### config.mk
export PLATFORM = sky130hd
export DESIGN_NAME = dma_global_ctrl
export DESIGN_NICKNAME = d
export VERILOG_FILES = /design/src/rtl/dma_gc_pkg.sv /design/src/rtl/dma_gc_decode.sv /design/src/rtl/dma_gc_pending.sv /design/src/rtl/dma_gc_bitreg.sv /design/src/rtl/dma_global_ctrl.sv
export SDC_FILE = /design/constraint.sdc
export NUM_CORES = 1
export LEC_CHECK = 0
export ABC_AREA = 0
export BUFFER_PORTS_ARGS = -buffer_cell sky130_fd_sc_hd__buf_2
export CORE_AREA = 4 4 155 157
export DETAILED_ROUTE_END_ITERATION = 7
export DIE_AREA = 0 0 159 161
export PLACE_DENSITY = 0.42
export SYNTH_ARGS = -nofsm -noshare
export SYNTH_HDL_FRONTEND = slang
export SYNTH_SLANG_ARGS = --single-unit
### constraint.sdc
create_clock -name clk -period 2.7 [get_ports clk]
set_input_delay 0.27 -clock clk [delete_from_list [all_inputs] [get_ports clk]]
set_output_delay 0.27 -clock clk [all_outputs]
set_load 0.02 [all_outputs]
### src/rtl/dma_gc_pkg.sv
// Package: shared definitions for the DMA global control block.
// Holds the word indices of the global registers and the control bit positions.
// Assumes 32-bit registers with word-aligned byte addresses.
package dma_gc_pkg;

    localparam int DATA_W   = 32;
    localparam int GREG_NUM = 8;

    // Word index (address bits [4:2]) of each global register.
    typedef enum logic [2:0] {
        GREG_CTRL      = 3'd0,
        GREG_PEND      = 3'd1,
        GREG_DOOR      = 3'd2,
        GREG_DOOR_SET  = 3'd3,
        GREG_CKEN      = 3'd4,
        GREG_CKEN_SET  = 3'd5,
        GREG_CKEN_CLR  = 3'd6,
        GREG_SPARE     = 3'd7
    } greg_e;

    // Bit positions inside the control register.
    localparam int CTRL_EN_BIT   = 0;
    localparam int CTRL_AERR_BIT = 2;
    localparam int CTRL_HALT_BIT = 3;

endpackage

### src/rtl/dma_gc_decode.sv
// Module: address decoder for the DMA global control block.
// Splits the bus address into the global region (top bit set, window index 0)
// and the channel windows (top bit clear). Each channel window is 0x20 bytes,
// and the window index is address bits [ADDR_W-2:5].
// Assumes ADDR_W >= 7 and that NCH fits in the window index range.
module dma_gc_decode
    import dma_gc_pkg::*;
#(
    parameter int NCH    = 8,
    parameter int ADDR_W = 12
) (
    input  logic [ADDR_W-1:0]   bus_addr,
    input  logic                bus_wr,
    output logic                glob_hit,
    output logic [2:0]          glob_word,
    output logic [GREG_NUM-1:0] greg_we,
    output logic [NCH-1:0]      chan_sel,
    output logic                chan_wr,
    output logic [2:0]          chan_off
);

    localparam int CIW = ADDR_W - 6;

    logic            in_glob;
    logic [CIW-1:0]  win_idx;
    logic            unused_addr;

    // Region bit and window index fields.
    assign in_glob     = bus_addr[ADDR_W-1];
    assign win_idx     = bus_addr[ADDR_W-2:5];
    assign glob_hit    = in_glob && (win_idx == '0);
    assign glob_word   = bus_addr[4:2];
    assign chan_wr     = bus_wr && !in_glob;
    assign chan_off    = bus_addr[4:2];
    assign unused_addr = ^bus_addr[1:0];

    // One write enable per global register word.
    for (genvar g = 0; g < GREG_NUM; g++) begin : g_we
        assign greg_we[g] = glob_hit && bus_wr && (glob_word == 3'(g));
    end

    // One select per implemented channel window.
    for (genvar i = 0; i < NCH; i++) begin : g_sel
        assign chan_sel[i] = !in_glob && (win_idx == CIW'(i));
    end

endmodule

### src/rtl/dma_gc_pending.sv
// Module: per-channel interrupt-pending bits.
// A bit is set by a chain end that has the interrupt request set, by a halt or
// by an address fault. A write-back keeps only the bits written as one.
// A new event always wins over a clear in the same cycle.
// Assumes events are single-cycle pulses that are already synchronous to clk.
module dma_gc_pending #(
    parameter int NCH = 8
) (
    input  logic           clk,
    input  logic           rst_n,
    input  logic [NCH-1:0] ev_term,
    input  logic [NCH-1:0] ev_tie,
    input  logic [NCH-1:0] ev_halt,
    input  logic [NCH-1:0] ev_aerr,
    input  logic           wb_we,
    input  logic [NCH-1:0] wb_val,
    output logic [NCH-1:0] pend,
    output logic [NCH-1:0] ev_set
);

    for (genvar i = 0; i < NCH; i++) begin : g_ch
        // Event that raises this channel's pending bit.
        assign ev_set[i] = (ev_term[i] && ev_tie[i]) || ev_halt[i] || ev_aerr[i];

        // Pending flop: write-back mask first, then the event sets it.
        always_ff @(posedge clk) begin
            if (!rst_n)
                pend[i] <= 1'b0;
            else if (ev_set[i])
                pend[i] <= 1'b1;
            else if (wb_we)
                pend[i] <= pend[i] & wb_val[i];
        end

        // a qualifying event is visible in the next cycle.
        assert_event_sets_R4: assert property (@(posedge clk) disable iff (!rst_n)
            ev_set[i] |=> pend[i]);

        // a set bit only falls through a write-back that omits it.
        assert_hold_until_wb_R5: assert property (@(posedge clk) disable iff (!rst_n)
            (pend[i] && !(wb_we && !wb_val[i])) |=> pend[i]);
    end

endmodule

### src/rtl/dma_gc_bitreg.sv
// Module: bit register with a load port and set and clear masks.
// Next value: (ld ? ld_val : q & ~clr) | set. So a load wins over a clear,
// and a set wins over both. It backs both the doorbell and the clock-enable words.
// Assumes the masks are single-cycle and synchronous to clk.
module dma_gc_bitreg #(
    parameter int W = 8
) (
    input  logic         clk,
    input  logic         rst_n,
    input  logic         ld,
    input  logic [W-1:0] ld_val,
    input  logic [W-1:0] clr,
    input  logic [W-1:0] set,
    output logic [W-1:0] q
);

    logic [W-1:0] base;

    // Value before the set mask is applied.
    assign base = ld ? ld_val : (q & ~clr);

    // Register update.
    always_ff @(posedge clk) begin
        if (!rst_n)
            q <= '0;
        else
            q <= base | set;
    end

    for (genvar i = 0; i < W; i++) begin : g_chk
        // R7 (also R8): a set bit is present in the next cycle.
        assert_set_lands_R7: assert property (@(posedge clk) disable iff (!rst_n)
            set[i] |=> q[i]);

        // R8 (also R7): a clear without a load or set takes effect.
        assert_clr_lands_R8: assert property (@(posedge clk) disable iff (!rst_n)
            (clr[i] && !ld && !set[i]) |=> !q[i]);
    end

endmodule

### src/rtl/dma_global_ctrl.sv
// Module: global control block for a group of NCH DMA channels.
// Holds the controller enable with sticky address-fault and halt summaries,
// the pending word, the doorbell word and the clock-enable word. It decodes the
// channel windows and drives one interrupt line.
// Assumes NCH <= 32 and that reads are combinational from bus_addr.
module dma_global_ctrl
    import dma_gc_pkg::*;
#(
    parameter int NCH    = 8,
    parameter int ADDR_W = 12
) (
    input  logic                  clk,
    input  logic                  rst_n,
    input  logic                  bus_wr,
    input  logic [ADDR_W-1:0]     bus_addr,
    input  logic [DATA_W-1:0]     bus_wdata,
    output logic [DATA_W-1:0]     bus_rdata,
    output logic [NCH-1:0]        chan_sel,
    output logic                  chan_wr,
    output logic [2:0]            chan_off,
    input  logic [NCH*DATA_W-1:0] chan_rdata,
    input  logic [NCH-1:0]        ev_term,
    input  logic [NCH-1:0]        ev_tie,
    input  logic [NCH-1:0]        ev_halt,
    input  logic [NCH-1:0]        ev_aerr,
    input  logic [NCH-1:0]        db_ack,
    output logic [NCH-1:0]        db_req,
    output logic [NCH-1:0]        ch_clk_en,
    output logic                  irq
);

    localparam logic [NCH-1:0] NO_BITS = '0;

    logic                glob_hit;
    logic [2:0]          glob_word;
    logic [GREG_NUM-1:0] greg_we;
    logic [NCH-1:0]      wmask;
    logic [NCH-1:0]      pend;
    logic [NCH-1:0]      pend_set;
    logic                ctrl_en;
    logic                ctrl_aerr;
    logic                ctrl_halt;
    logic [DATA_W-1:0]   glob_rdata;
    logic [DATA_W-1:0]   chan_mux;
    logic                unused_wdata;

    assign wmask        = bus_wdata[NCH-1:0];
    assign unused_wdata = ^bus_wdata;

    dma_gc_decode #(.NCH(NCH), .ADDR_W(ADDR_W)) u_decode (
        .bus_addr  (bus_addr),
        .bus_wr    (bus_wr),
        .glob_hit  (glob_hit),
        .glob_word (glob_word),
        .greg_we   (greg_we),
        .chan_sel  (chan_sel),
        .chan_wr   (chan_wr),
        .chan_off  (chan_off)
    );

    dma_gc_pending #(.NCH(NCH)) u_pending (
        .clk     (clk),
        .rst_n   (rst_n),
        .ev_term (ev_term),
        .ev_tie  (ev_tie),
        .ev_halt (ev_halt),
        .ev_aerr (ev_aerr),
        .wb_we   (greg_we[GREG_PEND]),
        .wb_val  (wmask),
        .pend    (pend),
        .ev_set  (pend_set)
    );

    dma_gc_bitreg #(.W(NCH)) u_door (
        .clk    (clk),
        .rst_n  (rst_n),
        .ld     (greg_we[GREG_DOOR]),
        .ld_val (wmask),
        .clr    (db_ack),
        .set    (greg_we[GREG_DOOR_SET] ? wmask : NO_BITS),
        .q      (db_req)
    );

    dma_gc_bitreg #(.W(NCH)) u_clken (
        .clk    (clk),
        .rst_n  (rst_n),
        .ld     (greg_we[GREG_CKEN]),
        .ld_val (wmask),
        .clr    (greg_we[GREG_CKEN_CLR] ? wmask : NO_BITS),
        .set    (greg_we[GREG_CKEN_SET] ? wmask : NO_BITS),
        .q      (ch_clk_en)
    );

    // Control register: enable is plain, summaries are sticky with event priority.
    always_ff @(posedge clk) begin
        if (!rst_n) begin
            ctrl_en   <= 1'b0;
            ctrl_aerr <= 1'b0;
            ctrl_halt <= 1'b0;
        end else begin
            if (greg_we[GREG_CTRL])
                ctrl_en <= bus_wdata[CTRL_EN_BIT];
            if (|ev_aerr)
                ctrl_aerr <= 1'b1;
            else if (greg_we[GREG_CTRL])
                ctrl_aerr <= ctrl_aerr & bus_wdata[CTRL_AERR_BIT];
            if (|ev_halt)
                ctrl_halt <= 1'b1;
            else if (greg_we[GREG_CTRL])
                ctrl_halt <= ctrl_halt & bus_wdata[CTRL_HALT_BIT];
        end
    end

    // Interrupt line: enabled OR of pending bits.
    assign irq = ctrl_en && (|pend);

    // Global register read mux.
    always_comb begin
        glob_rdata = '0;
        if (glob_hit) begin
            case (greg_e'(glob_word))
                GREG_CTRL: begin
                    glob_rdata[CTRL_EN_BIT]   = ctrl_en;
                    glob_rdata[CTRL_AERR_BIT] = ctrl_aerr;
                    glob_rdata[CTRL_HALT_BIT] = ctrl_halt;
                end
                GREG_PEND: glob_rdata = DATA_W'(pend);
                GREG_DOOR: glob_rdata = DATA_W'(db_req);
                GREG_CKEN: glob_rdata = DATA_W'(ch_clk_en);
                default:   glob_rdata = '0;
            endcase
        end
    end

    // Channel read mux: OR of the selected channel's word.
    always_comb begin
        chan_mux = '0;
        for (int i = 0; i < NCH; i++) begin
            if (chan_sel[i])
                chan_mux = chan_mux | chan_rdata[i*DATA_W +: DATA_W];
        end
    end

    // Final read data.
    assign bus_rdata = glob_rdata | chan_mux;

    // any address fault raises the summary in the next cycle.
    assert_aerr_sticky_R3: assert property (@(posedge clk) disable iff (!rst_n)
        (|ev_aerr) |=> ctrl_aerr);

    // the halt summary holds unless the control register is written.
    assert_halt_hold_R3: assert property (@(posedge clk) disable iff (!rst_n)
        (ctrl_halt && !greg_we[GREG_CTRL]) |=> ctrl_halt);

    // with the controller enabled, a new event raises the interrupt.
    assert_irq_follows_R6: assert property (@(posedge clk) disable iff (!rst_n)
        (ctrl_en && (|pend_set) && !greg_we[GREG_CTRL]) |=> irq);

    // while disabled, the interrupt stays low.
    assert_irq_gated_R6: assert property (@(posedge clk) disable iff (!rst_n)
        (!ctrl_en && !greg_we[GREG_CTRL]) |=> !irq);

    // at most one channel window is selected.
    assert_sel_onehot_R9: assert property (@(posedge clk) disable iff (!rst_n)
        $onehot0(chan_sel));

    // a global-region address never selects a channel.
    assert_glob_no_chan_R10: assert property (@(posedge clk) disable iff (!rst_n)
        bus_addr[ADDR_W-1] |-> (chan_sel == '0 && !chan_wr));

endmodule

==> impl_metrics.json <==
{
  "ff2ff_path_depth": 2,
  "clkLatencyLatePin_ps": 260,
  "cp.depth": 8,
  "drv_cap": 0,
  "cts_sinks": 27,
  "cts_buffer_depth": 2,
  "mappedNetlistArea_um2": 3782,
  "clkTransAtPathRegs_ps": 60,
  "grt_pass1_vias": 5575,
  "syn_area_per_cell_um2": 7.913,
  "p_total_mw": 1.402,
  "vias": 5462,
  "ioPinCount": 404,
  "hpwl_um": 20450,
  "die_h_um": 161,
  "cp-end-kind": "output pin",
  "synth-edff-count": 0,
  "ys_types": 61,
  "layout_common_cells": "buf_2, o21ai_0, nand2_1, buf_4, mux2i_1",
  "critPathSlowestCell": "or3_1",
  "start_util_pct": 16.81,
  "hold_class": "input pin to flip-flop",
  "status": "finished, final reports clean",
  "design.core.area_um2": 22500,
  "skew_ps": 0,
  "powerDensity_nw_per_um2": 226.4,
  "gr-total-overflow": 0,
  "post_cts_buffers": 0,
  "worst-setup-path-type": "input pin to output pin",
  "wl_um": 24000,
  "cts_tree": "built",
  "fmax_mhz": 400.8,
  "ant_nets": 0,
  "drt_iter0_drc": 282,
  "antenna_found_initial": 3,
  "grt_max_degree": 74,
  "slew_viol_final": 0,
  "grt_pass1_wl_um": 34690,
  "critPathMaxFanout": 15,
  "setup_viol": 0,
  "fp-row-count": 55,
  "num-nets-final": 1190,
  "firstDrtPassIters": 5,
  "cts_resized": 0,
  "fin_crit_ps": 2495,
  "ys_seq_area_share_pct": 14.29,
  "syn_nets": 821,
  "root_buffer": "clkbuf_16",
  "synth_cells": 478,
  "p_leak_nw": 2.967,
  "htreeDepth": 1,
  "synth_area_leaders": "dfxtp_1, mux2i_1, mux4_2",
  "layout_commonest_cell": "buf_2",
  "drc": 0,
  "setup_tns_ps": 0,
  "peakVddDrop_v": 0.0001854,
  "wl_per_cell_um": 21.20,
  "viasPerCell": 4.825,
  "crit_chain": "buf_2 > or3_1 > buf_4 > nor2_1 > buf_12 > a31oi_1 > o32ai_1 > buf_2",
  "synth_ff_type": "dfxtp_1",
  "ys_warn_count": 0,
  "die_x_um": 159,
  "critPathTopFamily": "buffers and inverters",
  "syn_to_final_growth_pct": 63.74,
  "layoutNonFillerInstCount": 1132,
  "cp.buffers_inverters": 4,
  "maxSlewHeadroom_pct": 51.76,
  "synth_area_leader_cell": "dfxtp_1",
  "arrival_ps": 2220,
  "gp_congestion": 0.8246,
  "synth-seq-cells": 27,
  "cp.required_ps": 2430,
  "dpl.cell_count": 1127,
  "fin_crit_sh_pct": 92.40,
  "netlist.area_leader.share_pct": 14.29,
  "ys_async_sr_fraction_pct": 0,
  "drive_gt1_share_pct": 54.96,
  "hold_depth": 3,
  "final_util_pct": 27.52,
  "cp_common_cell": "buf_2",
  "critPathLaunchType": "input pin",
  "max_stage_delay_ps": 580,
  "worst_pin_slew_ps": 713.5,
  "die_area_um2": 25600,
  "rsz0062_at_grt": "false",
  "cts_buffers": 3,
  "hold_violations": 0,
  "postCtsHoldBufs": 0,
  "io_buffer_count": 377,
  "track_usage_pct": 17.20
}
## final cells by class
class | count | area [um^2]
diodes | 1 | 2.502
fillers | 2575 | 16310
flip-flops and latches | 27 | 540.5
inverters | 14 | 52.55
multi-input cells | 390 | 2993
well taps | 285 | 356.6
clock buffers | 4 | 78.83
repair buffers | 411 | 2170
## worst register-to-register path: stages (launching register included)
cell and delay [ps]:
dfxtp_1 320, o31ai_1 230, a21oi_1 60
## final timing paths
check              start            end  slack [ps]
min            db_ack[2]    u_door.q[2]         260
max          bus_addr[8]  bus_rdata[11]         210
max reg2reg    ctrl_halt      ctrl_halt        1970
min reg2reg      ctrl_en        ctrl_en         470
## power breakdown
part | leakage, nW | internal, mW | switching [mW]
Combinational | 2.71 | 0.332 | 0.313
Clock | 0.0382 | 0.202 | 0.138
Sequential | 0.221 | 0.408 | 0.00878
## per-stage QoR
| step | setup WS [ps] | instance area, um^2 | hold WS (ps) |
|---|---|---|---|
| 3_3_place_gp | 126.1 | 6112 | 462.7 |
| 4_1_cts | 135.8 | 6191 | 257.2 |
| 2_1_floorplan | 372.4 | 3782 | 386.9 |
| 3_5_place_dp | 150.2 | 6112 | 463.8 |
| 6_report | 205.2 | 6193 | 257.4 |
| 5_1_grt | 29.82 | 6191 | 259.0 |
## metal layers
metal / vias to the layer above / routed length [um] / global-route usage [%]
li1: 2646 / - / -
met3: 28 / 1783 / 4.159
met1: 2517 / 9615 / 20.62
met2: 265 / 12240 / 31.93
met5: - / 34 / 0
met4: 6 / 323 / 2.367
## state kept, by name (all words and copies together) (netlist names)
signal	cells
u_pending.pend	8
u_door.q	8
ctrl_halt	1
ctrl_aerr	1
ctrl_en	1
u_clken.q	8
## synth_stat cells, types with 12 or more instances
cell type  number
o2bb2ai_1      13
nand2b_1       13
mux4_2         13
mux2_2         25
nand2_1        33
a221oi_1       13
mux2i_1        30
a22oi_1        23
inv_1          14
nor2_1         23
clkbuf_1       30
o31ai_1        12
o21ai_0        34
o211ai_1       16
dfxtp_1        27
a21oi_1        22
## logic make-up (layout without fill, tap and decap cells)
group / count (synthesis) / after routing / share of synthesized area, %
muxes: 68 / 68 / 23.12
AOI/OAI and AO/OA: 186 / 186 / 36.06
buffers and inverters: 61 / 429 / 6.715
xor gates and xnor gates: 1 / 1 / 0.2316
and+or+nand+nor: 135 / 135 / 19.58
DFF: 27 / 27 / 14.29
other: 0 / 1 / 0
Power figures use the tool's default switching activity.
